$ cat config.mk
export PLATFORM = sky130hd
export DESIGN_NAME = dual_wiper_bank
export DESIGN_NICKNAME = d
export VERILOG_FILES = /design/src/rtl/dwb_pkg.sv /design/src/rtl/dwb_tap_dec.sv /design/src/rtl/dwb_channel.sv /design/src/rtl/dwb_ctrl.sv /design/src/rtl/dual_wiper_bank.sv
export SDC_FILE = /design/constraint.sdc
export NUM_CORES = 1
export LEC_CHECK = 0
export ABC_CLOCK_PERIOD_IN_PS = 2350
export BUFFER_PORTS_ARGS = -buffer_cell sky130_fd_sc_hd__buf_4
export CAP_MARGIN = 20
export CORE_AREA = 2 2 102 104
export CTS_BUF_LIST = sky130_fd_sc_hd__clkbuf_4
export CTS_CLUSTER_DIAMETER = 60
export CTS_CLUSTER_SIZE = 25
export DETAILED_ROUTE_END_ITERATION = 12
export DIE_AREA = 0 0 104 106
export PLACE_DENSITY = 0.74
export SYNTH_ARGS = -nofsm -noshare
export SYNTH_HDL_FRONTEND = slang
export SYNTH_HIERARCHICAL = 1
export SYNTH_SLANG_ARGS = --single-unit
$ cat constraint.sdc
create_clock -name clk -period 2.35 [get_ports clk]
set_clock_uncertainty 0.05 [all_clocks]
set_input_delay 0.47 -clock clk [delete_from_list [all_inputs] [get_ports clk]]
set_output_delay 0.47 -clock clk [all_outputs]
set_load 0.01 [all_outputs]
$ cat src/rtl/dwb_pkg.sv
package dwb_pkg;
  typedef enum logic [2:0] {
    OP_RD_WCR = 3'd0,
    OP_RD_DR  = 3'd1,
    OP_WR_WCR = 3'd2,
    OP_WR_DR  = 3'd3,
    OP_DR2WCR = 3'd4,
    OP_WCR2DR = 3'd5,
    OP_NOP6   = 3'd6,
    OP_NOP7   = 3'd7
  } dwb_op_e;

  function automatic logic dwb_is_nv(dwb_op_e op);
    return (op == OP_WR_DR) || (op == OP_WCR2DR);
  endfunction

  function automatic logic dwb_is_rd(dwb_op_e op);
    return (op == OP_RD_WCR) || (op == OP_RD_DR);
  endfunction
endpackage

$ cat src/rtl/dwb_tap_dec.sv
module dwb_tap_dec #(
  parameter int TAPS = 64,
  localparam int W = $clog2(TAPS)
) (
  input  logic [W-1:0]    pos,
  output logic [TAPS-1:0] tap
);
  for (genvar t = 0; t < TAPS; t++) begin : g_tap
    assign tap[t] = (pos == W'(t));
  end
endmodule

$ cat src/rtl/dwb_channel.sv
module dwb_channel
  import dwb_pkg::*;
#(
  parameter int TAPS = 64,
  parameter int NDR  = 4,
  localparam int W   = $clog2(TAPS),
  localparam int RW  = $clog2(NDR),
  parameter logic [NDR*W-1:0] INIT = '0
) (
  input  logic            clk,
  input  logic            rst,
  input  logic            en,
  input  dwb_op_e         op,
  input  logic [RW-1:0]   rsel,
  input  logic [W-1:0]    wdata,
  output logic [W-1:0]    wcr_o,
  output logic [W-1:0]    dr_o,
  output logic [TAPS-1:0] tap_o
);
  logic [NDR-1:0][W-1:0] dr_q = INIT;
  logic [W-1:0]          wcr_q;

  always_ff @(posedge clk) begin
    if (en && op == OP_WR_DR)       dr_q[rsel] <= wdata;
    else if (en && op == OP_WCR2DR) dr_q[rsel] <= wcr_q;
  end

  always_ff @(posedge clk) begin
    if (rst) begin
      wcr_q <= dr_q[0];
    end else if (en) begin
      case (op)
        OP_WR_WCR: wcr_q <= wdata;
        OP_DR2WCR: wcr_q <= dr_q[rsel];
        default:   ;
      endcase
    end
  end

  assign wcr_o = wcr_q;
  assign dr_o  = dr_q[rsel];

  dwb_tap_dec #(.TAPS(TAPS)) u_dec (.pos(wcr_q), .tap(tap_o));
endmodule

$ cat src/rtl/dwb_ctrl.sv
module dwb_ctrl
  import dwb_pkg::*;
#(
  parameter int BUSY_CYCLES = 8,
  localparam int CNTW = $clog2(BUSY_CYCLES + 1)
) (
  input  logic    clk,
  input  logic    rst,
  input  logic    cmd_valid,
  input  dwb_op_e op,
  input  logic    wp_n,
  output logic    cmd_ready,
  output logic    do_cmd,
  output logic    do_read,
  output logic    err_flag
);
  logic [CNTW-1:0] cnt_q;
  logic            busy, accept, nv, reject;

  assign busy      = (cnt_q != '0);
  assign cmd_ready = !rst && !busy;
  assign accept    = cmd_valid && cmd_ready;
  assign nv        = dwb_is_nv(op);
  assign reject    = accept && nv && !wp_n;
  assign do_cmd    = accept && !reject;
  assign do_read   = do_cmd && dwb_is_rd(op);

  always_ff @(posedge clk) begin
    if (rst) begin
      cnt_q    <= '0;
      err_flag <= 1'b0;
    end else begin
      if (do_cmd && nv) cnt_q <= CNTW'(BUSY_CYCLES);
      else if (busy)    cnt_q <= cnt_q - 1'b1;
      if (reject)       err_flag <= 1'b1;
      else if (do_cmd)  err_flag <= 1'b0;
    end
  end
endmodule

$ cat src/rtl/dual_wiper_bank.sv
module dual_wiper_bank
  import dwb_pkg::*;
#(
  parameter int NCH         = 2,
  parameter int TAPS        = 64,
  parameter int NDR         = 4,
  parameter int DATA_W      = 8,
  parameter int BUSY_CYCLES = 8,
  localparam int W          = $clog2(TAPS),
  localparam int RW         = $clog2(NDR),
  localparam int CHW        = (NCH > 1) ? $clog2(NCH) : 1,
  parameter logic [NCH*NDR*W-1:0] INIT_DR = {
    6'd32, 6'd1, 6'd0, 6'd40,
    6'd63, 6'd20, 6'd10, 6'd5}
) (
  input  logic                clk,
  input  logic                rst,
  input  logic                cmd_valid,
  output logic                cmd_ready,
  input  logic [CHW-1:0]      cmd_chan,
  input  logic [RW-1:0]       cmd_reg,
  input  logic [2:0]          cmd_op,
  input  logic [DATA_W-1:0]   cmd_data,
  input  logic                wp_n,
  output logic                rsp_valid,
  output logic [DATA_W-1:0]   rsp_data,
  output logic                err_flag,
  output logic [NCH*TAPS-1:0] tap_sel
);
  dwb_op_e      op;
  logic         do_cmd, do_read;
  logic [W-1:0] wcr_a [NCH];
  logic [W-1:0] dr_a  [NCH];

  assign op = dwb_op_e'(cmd_op);

  dwb_ctrl #(.BUSY_CYCLES(BUSY_CYCLES)) u_ctrl (
    .clk(clk), .rst(rst), .cmd_valid(cmd_valid), .op(op), .wp_n(wp_n),
    .cmd_ready(cmd_ready), .do_cmd(do_cmd), .do_read(do_read),
    .err_flag(err_flag)
  );

  for (genvar i = 0; i < NCH; i++) begin : g_ch
    dwb_channel #(
      .TAPS(TAPS), .NDR(NDR),
      .INIT(INIT_DR[i*NDR*W +: NDR*W])
    ) u_ch (
      .clk(clk), .rst(rst),
      .en(do_cmd && (cmd_chan == CHW'(i))),
      .op(op), .rsel(cmd_reg), .wdata(cmd_data[W-1:0]),
      .wcr_o(wcr_a[i]), .dr_o(dr_a[i]),
      .tap_o(tap_sel[i*TAPS +: TAPS])
    );
  end

  always_ff @(posedge clk) begin
    if (rst) begin
      rsp_valid <= 1'b0;
      rsp_data  <= '0;
    end else begin
      rsp_valid <= do_read;
      if (do_read)
        rsp_data <= DATA_W'((op == OP_RD_WCR) ? wcr_a[cmd_chan] : dr_a[cmd_chan]);
    end
  end
endmodule

# ---- Yosys cells after proc, flatten, opt, wreduce, memory -nomap -nowiden
# Cells that the tools add are included.
dict set report word_totals {
  ff_bits 74
  latchBits 0
  ramBits 0
  rom_bits 0
  input_bits 18
  output_inout_bits 139
  wordCells 217
  memories 0
}
dict set report classes {
  n_addsub 1
  mul 0
  div 0
  n_lt_le_gt_ge 3
  eq_ne 131
  n_shift 0
  n_mux 31
  bitwise 2
  reduce_logical 34
}
# cell n
set op_table {}
lappend op_table {{== test 6 bit, second input constant} 64}
lappend op_table {{== test 6 x 5 -> 1 bit, second input constant} 32}
lappend op_table {{bitwise mux 24 bit} 4}
lappend op_table {{== test 6 x 4 -> 1 bit, second input constant} 16}
lappend op_table {{two-way mux 24 bit} 4}
lappend op_table {{two-way mux 6 bit} 14}
lappend op_table {{== test 6 x 3 -> 1 bit, second input constant} 8}
lappend op_table {{binary-select mux 6 bit (select 2 bit)} 2}
lappend op_table {{== test 6 x 2 -> 1 bit, second input constant} 4}
lappend op_table {{one-hot mux 6 bit (2 select lines)} 2}
lappend op_table {{logical AND 1 bit} 14}
lappend op_table {{demux 6 bit (select 2 bit)} 1}
lappend op_table {{== test 6 x 1 -> 1 bit, second input constant} 2}
lappend op_table {{logical NOT 6 bit} 2}
lappend op_table {{nonzero test 2 bit} 6}
lappend op_table {{two-way mux 4 bit} 2}
lappend op_table {{== test 3 x 2 -> 1 bit, second input constant} 2}
lappend op_table {{== test 3 bit, second input constant} 2}
lappend op_table {{logical NOT 1 bit} 4}
lappend op_table {{AND reduction 2 bit} 2}
lappend op_table {{nonzero test 4 bit} 1}
lappend op_table {{subtractor 4 x 1 -> 4 bit, second input constant} 1}
lappend op_table {{== test 3 x 1 -> 1 bit, second input constant} 1}
lappend op_table {{logical NOT 3 bit} 1}
lappend op_table {{other kinds (9)} 11}

# ---- Depth between registers and ports, before layout
dict set report logic_depth {
  depth_word 12
  mapped_depth 9
  ltp_nobuf 9
}

# ---- By module
# Netlist, hierarchy kept.
# module instances cells_per_inst area_each_um2 seq_area_each_um2
set by_module_without_submodules {}
lappend by_module_without_submodules {dwb_channel 2 110 1431.4 900.9}
lappend by_module_without_submodules {dwb_tap_dec 2 95 461.7 0.0}
lappend by_module_without_submodules {dual_wiper_bank 1 35 456.7 140.1}
lappend by_module_without_submodules {dwb_ctrl 1 36 307.8 100.1}

# ---- Worst setup path before layout
# OpenSTA, ideal clock, no wires.
dict set report synth_path {
  path_type {register -> register}
  start {reg u_ctrl.cnt_q[0]}
  end {reg g_ch[0].u_ch/dr_q[14] (netlist name) (data pin)}
  setup_ns 0.263
  t_arrival_ns 2.079
  required_ns 2.037
  setup_slack_ns -0.042
  stages_incl_launch_ff 10
  n_path_buf 0
  synth_period_minus_slack_ns 2.392
  path_cell_list {dfxtp_1 -> inv_1 -> ha_1 -> nor3b_1 -> nand2_1 -> a21oi_1 -> nor2b_1 -> nand4b_2 -> mux2i_1 -> nor2_1}
}
dict set report synth_via {
  elab_chain_len 11
}
# item line_no
set synth_lines {}
lappend synth_lines {{from (decl)} dwb_ctrl.sv:17} ;# logic [CNTW-1:0] cnt_q;
lappend synth_lines {{from (signal assigned)} dwb_ctrl.sv:33} ;# if (do_cmd && nv) cnt_q <= CNTW'(BUSY_CYCLES);
lappend synth_lines {{from (signal assigned)} dwb_ctrl.sv:34} ;# else if (busy) cnt_q <= cnt_q - 1'b1;
lappend synth_lines {{nonzero test 4 bit (*)} dwb_ctrl.sv:20} ;# assign busy = (cnt_q != '0);
lappend synth_lines {{logical NOT 1 bit (*)} dwb_ctrl.sv:21} ;# assign cmd_ready = !rst && !busy;
lappend synth_lines {{logical AND 1 bit (*)} dwb_ctrl.sv:21}
lappend synth_lines {{logical AND 1 bit (*)} dwb_ctrl.sv:22} ;# assign accept = cmd_valid && cmd_ready;
lappend synth_lines {{logical AND 1 bit (2 in series)} dwb_ctrl.sv:24} ;# assign reject = accept && nv && !wp_n;
lappend synth_lines {{logical NOT 1 bit} dwb_ctrl.sv:25} ;# assign do_cmd = accept && !reject;
lappend synth_lines {{logical AND 1 bit (*)} dwb_ctrl.sv:25}
lappend synth_lines {{named net do_cmd} dual_wiper_bank.sv:31} ;# logic do_cmd, do_read;
lappend synth_lines {{logical AND 1 bit (*)} dual_wiper_bank.sv:49} ;# .en(do_cmd && (cmd_chan == CHW'(i))),
lappend synth_lines {{logical AND 1 bit (*)} dwb_channel.sv:24} ;# if (en && op == OP_WR_DR) dr_q[rsel] <= wdata;
lappend synth_lines {{two-way mux 24 bit (*)} dwb_channel.sv:24}
lappend synth_lines {{to (signal, indexed assignment)} dwb_channel.sv:24}
lappend synth_lines {{to (signal, indexed assignment)} dwb_channel.sv:25} ;# else if (en && op == OP_WCR2DR) dr_q[rsel] <= wcr_q;
lappend synth_lines {{to (decl)} dwb_channel.sv:20} ;# logic [NDR-1:0][W-1:0] dr_q = INIT;
# Mark *: on every way through the listed nets, which the timed path passes. The rest lies on a longest branch.
# A chain may end at the register's enable or synchronous reset.

# ---- Worst setup path after layout
dict set report layout_path {
  start {reg g_ch[1].u_ch.wcr_q[5]}
  end {out tap_sel[98]}
}
dict set report layout_via {
  elab_chain_len 1
}
# item line_no
set layout_lines {}
lappend layout_lines {{from (decl)} dwb_channel.sv:21} ;# logic [W-1:0] wcr_q;
lappend layout_lines {{from (signal assigned)} dwb_channel.sv:30} ;# wcr_q <= dr_q[0];
lappend layout_lines {{from (signal assigned)} dwb_channel.sv:33} ;# OP_WR_WCR: wcr_q <= wdata;
lappend layout_lines {{from (signal assigned)} dwb_channel.sv:34} ;# OP_DR2WCR: wcr_q <= dr_q[rsel];
lappend layout_lines {{== test 6 bit} dwb_tap_dec.sv:9} ;# assign tap[t] = (pos == W'(t));
lappend layout_lines {{to (decl)} dual_wiper_bank.sv:28} ;# output logic [NCH*TAPS-1:0] tap_sel
# No other way between the ends.

==> qor.yml <==
status: "complete, but fails checks"
violations: "setup timing"
clockBufferDepth: 2
min_to: "u_ctrl/cnt_q[0]"
worst_slew_pin_slew_ns: 0.782
syn_area_um2: 4550
synth_warnings: 6
yosysSeqAreaShare_pct: 44.9
top_level_ports: 157
crit_path_top_delay_cell: "edfxtp_1"
cts.sinks: 72
drt_iter0_drc: 374
worstReg2RegEnd: "g_ch[0].u_ch/dr_q[22]"
synth.distinct_cells: 42
drc_errors: 0
die-height_um: 106
dieArea_um2: 11000
clkTransAtPathRegs_ns: 0.13
num_antenna_cells: 0
rsz0062_at_grt: "yes"
path_class: "reg -> out"
hold_violations: 0
grt_pass1_wl_um: 21200
startpoint_type: "register"
reg2reg_from: "u_ctrl/cnt_q[1]"
fin_ws_ns: -0.0649
worstSetupEndpointType: "output pin"
pwr_density_cell_nw_per_um2: 513
slew_headroom_pct: 47.8
ant_nets: 0
synth_edf_count: 60
final_core_util_pct: 68.0
routed_via_density: 5.50
synthTopCellsByCount: "nor2_1, edfxtp_1, a21oi_1"
ff2ff_path_depth: 10
total_power_w: 0.00349
nets: 694
reg2reg_setup_slack_ns: 0.06
postSynth.asyncResetShare_pct: 0
cts.htree.levels: 3
start_util_pct: 45.5
drt_wl_total_um: 14300
numCtsBuffers: 9
min_from: "cmd_valid"
synth_most_common_cell: "nor2_1"
worstSkewPairLatency_ns: 0.42
fmax_mhz: 414
irDropWorstVdd_mv: 0.280
crit_arrival_ns: 1.89
drv_slew: 0
grt_pass1_vias: 4129
leakagePower_nw: 2.90
place_congestion: 0.894
num_rows: 37
drtPass1Iterations: 8
cp_cell_sequence: "buf_6, or4b_4, nor2_1, buf_4"
dp_hpwl_um: 9890
die_w_um: 104
synthTopCellsByArea: "edfxtp_1, nor2_1, mux4_2, dfxtp_1, mux4_1"
grt_max_degree: 42
finalCritPeriodShare_pct: 103
syn_to_final_growth_pct: 49.5
min_period_ns: 2.41
antenna_found_initial: 0
setup_viol: 26
syn-mean-instance-area_um2: 9.46
wl_per_cell_um: 17.6
synthCells: 481
num_vias: 4484
cts-root-buf: "clkbuf_4"
coreArea_um2: 10000
overflow: 0
drive_gt1_share_pct: 46.8
io_buffer_count: 152
grtUsageTotal_pct: 23.9
cts_tree: "done"
cp.required_ns: 1.83
synth_top_area_cell: "edfxtp_1"
critPathMaxFanout: 8
critical-path-max-stage-delay_ns: 0.54
hold_depth: 3
synth_seq_cells: 72
holdCritPathClass: "in -> reg"
synth_flop_cell: "edfxtp_1"
cap_violations: 0
yosysTopAreaCellShare_pct: 39.6
[final cells by class]
class	count	area, µm²
clock buffer	11	82.6
clock inverter	5	129
fill	752	3200
inverter	5	18.8
multi-input combinational	368	2650
sequential	72	2040
tap	136	170
timing repair buffer	218	1710
[timing repair]
action,4_1_cts,5_1_grt
setup buffers,22,6
hold buffers,0,0
setup endpoints to repair,67,190
gates resized for setup,19,77
pin swaps,5,15
[metrics by stage]
stage | instance area (µm²) | hold slack [ns] | std cells | TNS, ns | setup slack, ns
5_1_grt | 6800 | 0.359 | 815 | -7.13 | -0.148
2_1_floorplan | 4560 | 0.437 | 482 | 0 | 0.139
6_report | 6800 | 0.360 | 815 | -0.743 | -0.0649
3_3_place_gp | 5980 | 0.448 | 771 | 0 | 0.0672
4_1_cts | 6440 | 0.315 | 809 | -0.0781 | -0.0317
3_5_place_dp | 5980 | 0.473 | 771 | -0.00794 | -0.00794
[worst max-delay path: cells and delay by family (launching register included)]
kind	cells	cell delay [ns]
simple gates	2	0.64
flops	1	0.54
buf+inv	2	0.31
[sequential cells by signal, summed over array words and instances (netlist names)]
| signal | count |
|---|---|
| rsp_valid | 1 |
| g_ch.u_ch/dr_q | 48 |
| u_ctrl/cnt_q | 4 |
| g_ch.u_ch/wcr_o | 12 |
| u_ctrl/err_flag | 1 |
| rsp_data | 6 |
[cell usage in the layout, fill, tap and decap left out, types with 3 or more instances in the layout]
cell type  netlist  routed
buf_4            2     201
nor2_1         186     154
edfxtp_1        60      60
a21oi_1         27      26
nor2_2           0      24
nand2_1         17      15
buf_6            3      15
nor2b_1         15      14
mux4_2          12      12
mux2i_1         13      12
clkbuf_4         0      11
dfxtp_1         12      11
nor3b_1          9       8
nor2_4           0       8
nand4b_1         8       8
or4b_4           0       7
mux4_1           6       6
a21o_1           6       6
nand4bb_4        0       6
nand4bb_1       12       6
nand2b_1         7       5
inv_1            5       4
bufinv_16        0       4
or2_2            4       4
nand4_1          4       4
xor2_1           3       3
nor3_1           3       3
or3_1            3       3
[report_power, final]
part | internal (W) | switching, W | leakage (nW)
clock | 0.000672 | 0.000445 | 0.111
sequential | 0.00144 | 0.0000685 | 0.655
combinational | 0.000420 | 0.000445 | 2.13
total | 0.00253 | 0.000959 | 2.90
[cells by family after synthesis]
group / Yosys count / synth area share [%]
AO/OA/AOI/OAI: 38 / 4.95
flip-flops: 72 / 44.9
AND/OR/NAND/NOR: 291 / 32.2
multiplexers: 31 / 12.3
adder cells (fa/ha/maj): 2 / 0.550
XOR/XNOR: 4 / 0.770
other: 1 / 0.0824
buffers and inverters: 42 / 4.32
[metal layers]
metal | vias to the layer above | global-route usage [%] | part of all wire (%)
met5 | - | 0 | 0
met4 | 0 | 6.37 | 2.9
met3 | 36 | 5.64 | 7.0
met2 | 222 | 43.4 | 51
met1 | 2153 | 28.5 | 40
li1 | 2073 | - | -
[worst max path at each step]
| stage | start | to | depth (start not counted) |
|---|---|---|---|
| 2_1_floorplan | u_ctrl/cnt_q[0] | g_ch[0].u_ch/dr_q[14] | 9 |
| 3_3_place_gp | u_ctrl/cnt_q[0] | g_ch[0].u_ch/dr_q[16] | 10 |
| 3_5_place_dp | u_ctrl/cnt_q[0] | g_ch[0].u_ch/dr_q[19] | 10 |
| 4_1_cts | g_ch[0].u_ch/wcr_o[2] | tap_sel[8] | 3 |
| 5_1_grt | g_ch[1].u_ch/wcr_o[5] | tap_sel[98] | 4 |
| 6_report | g_ch[1].u_ch/wcr_o[5] | tap_sel[98] | 4 |
Note: power is estimated with default switching activity, not from simulation.
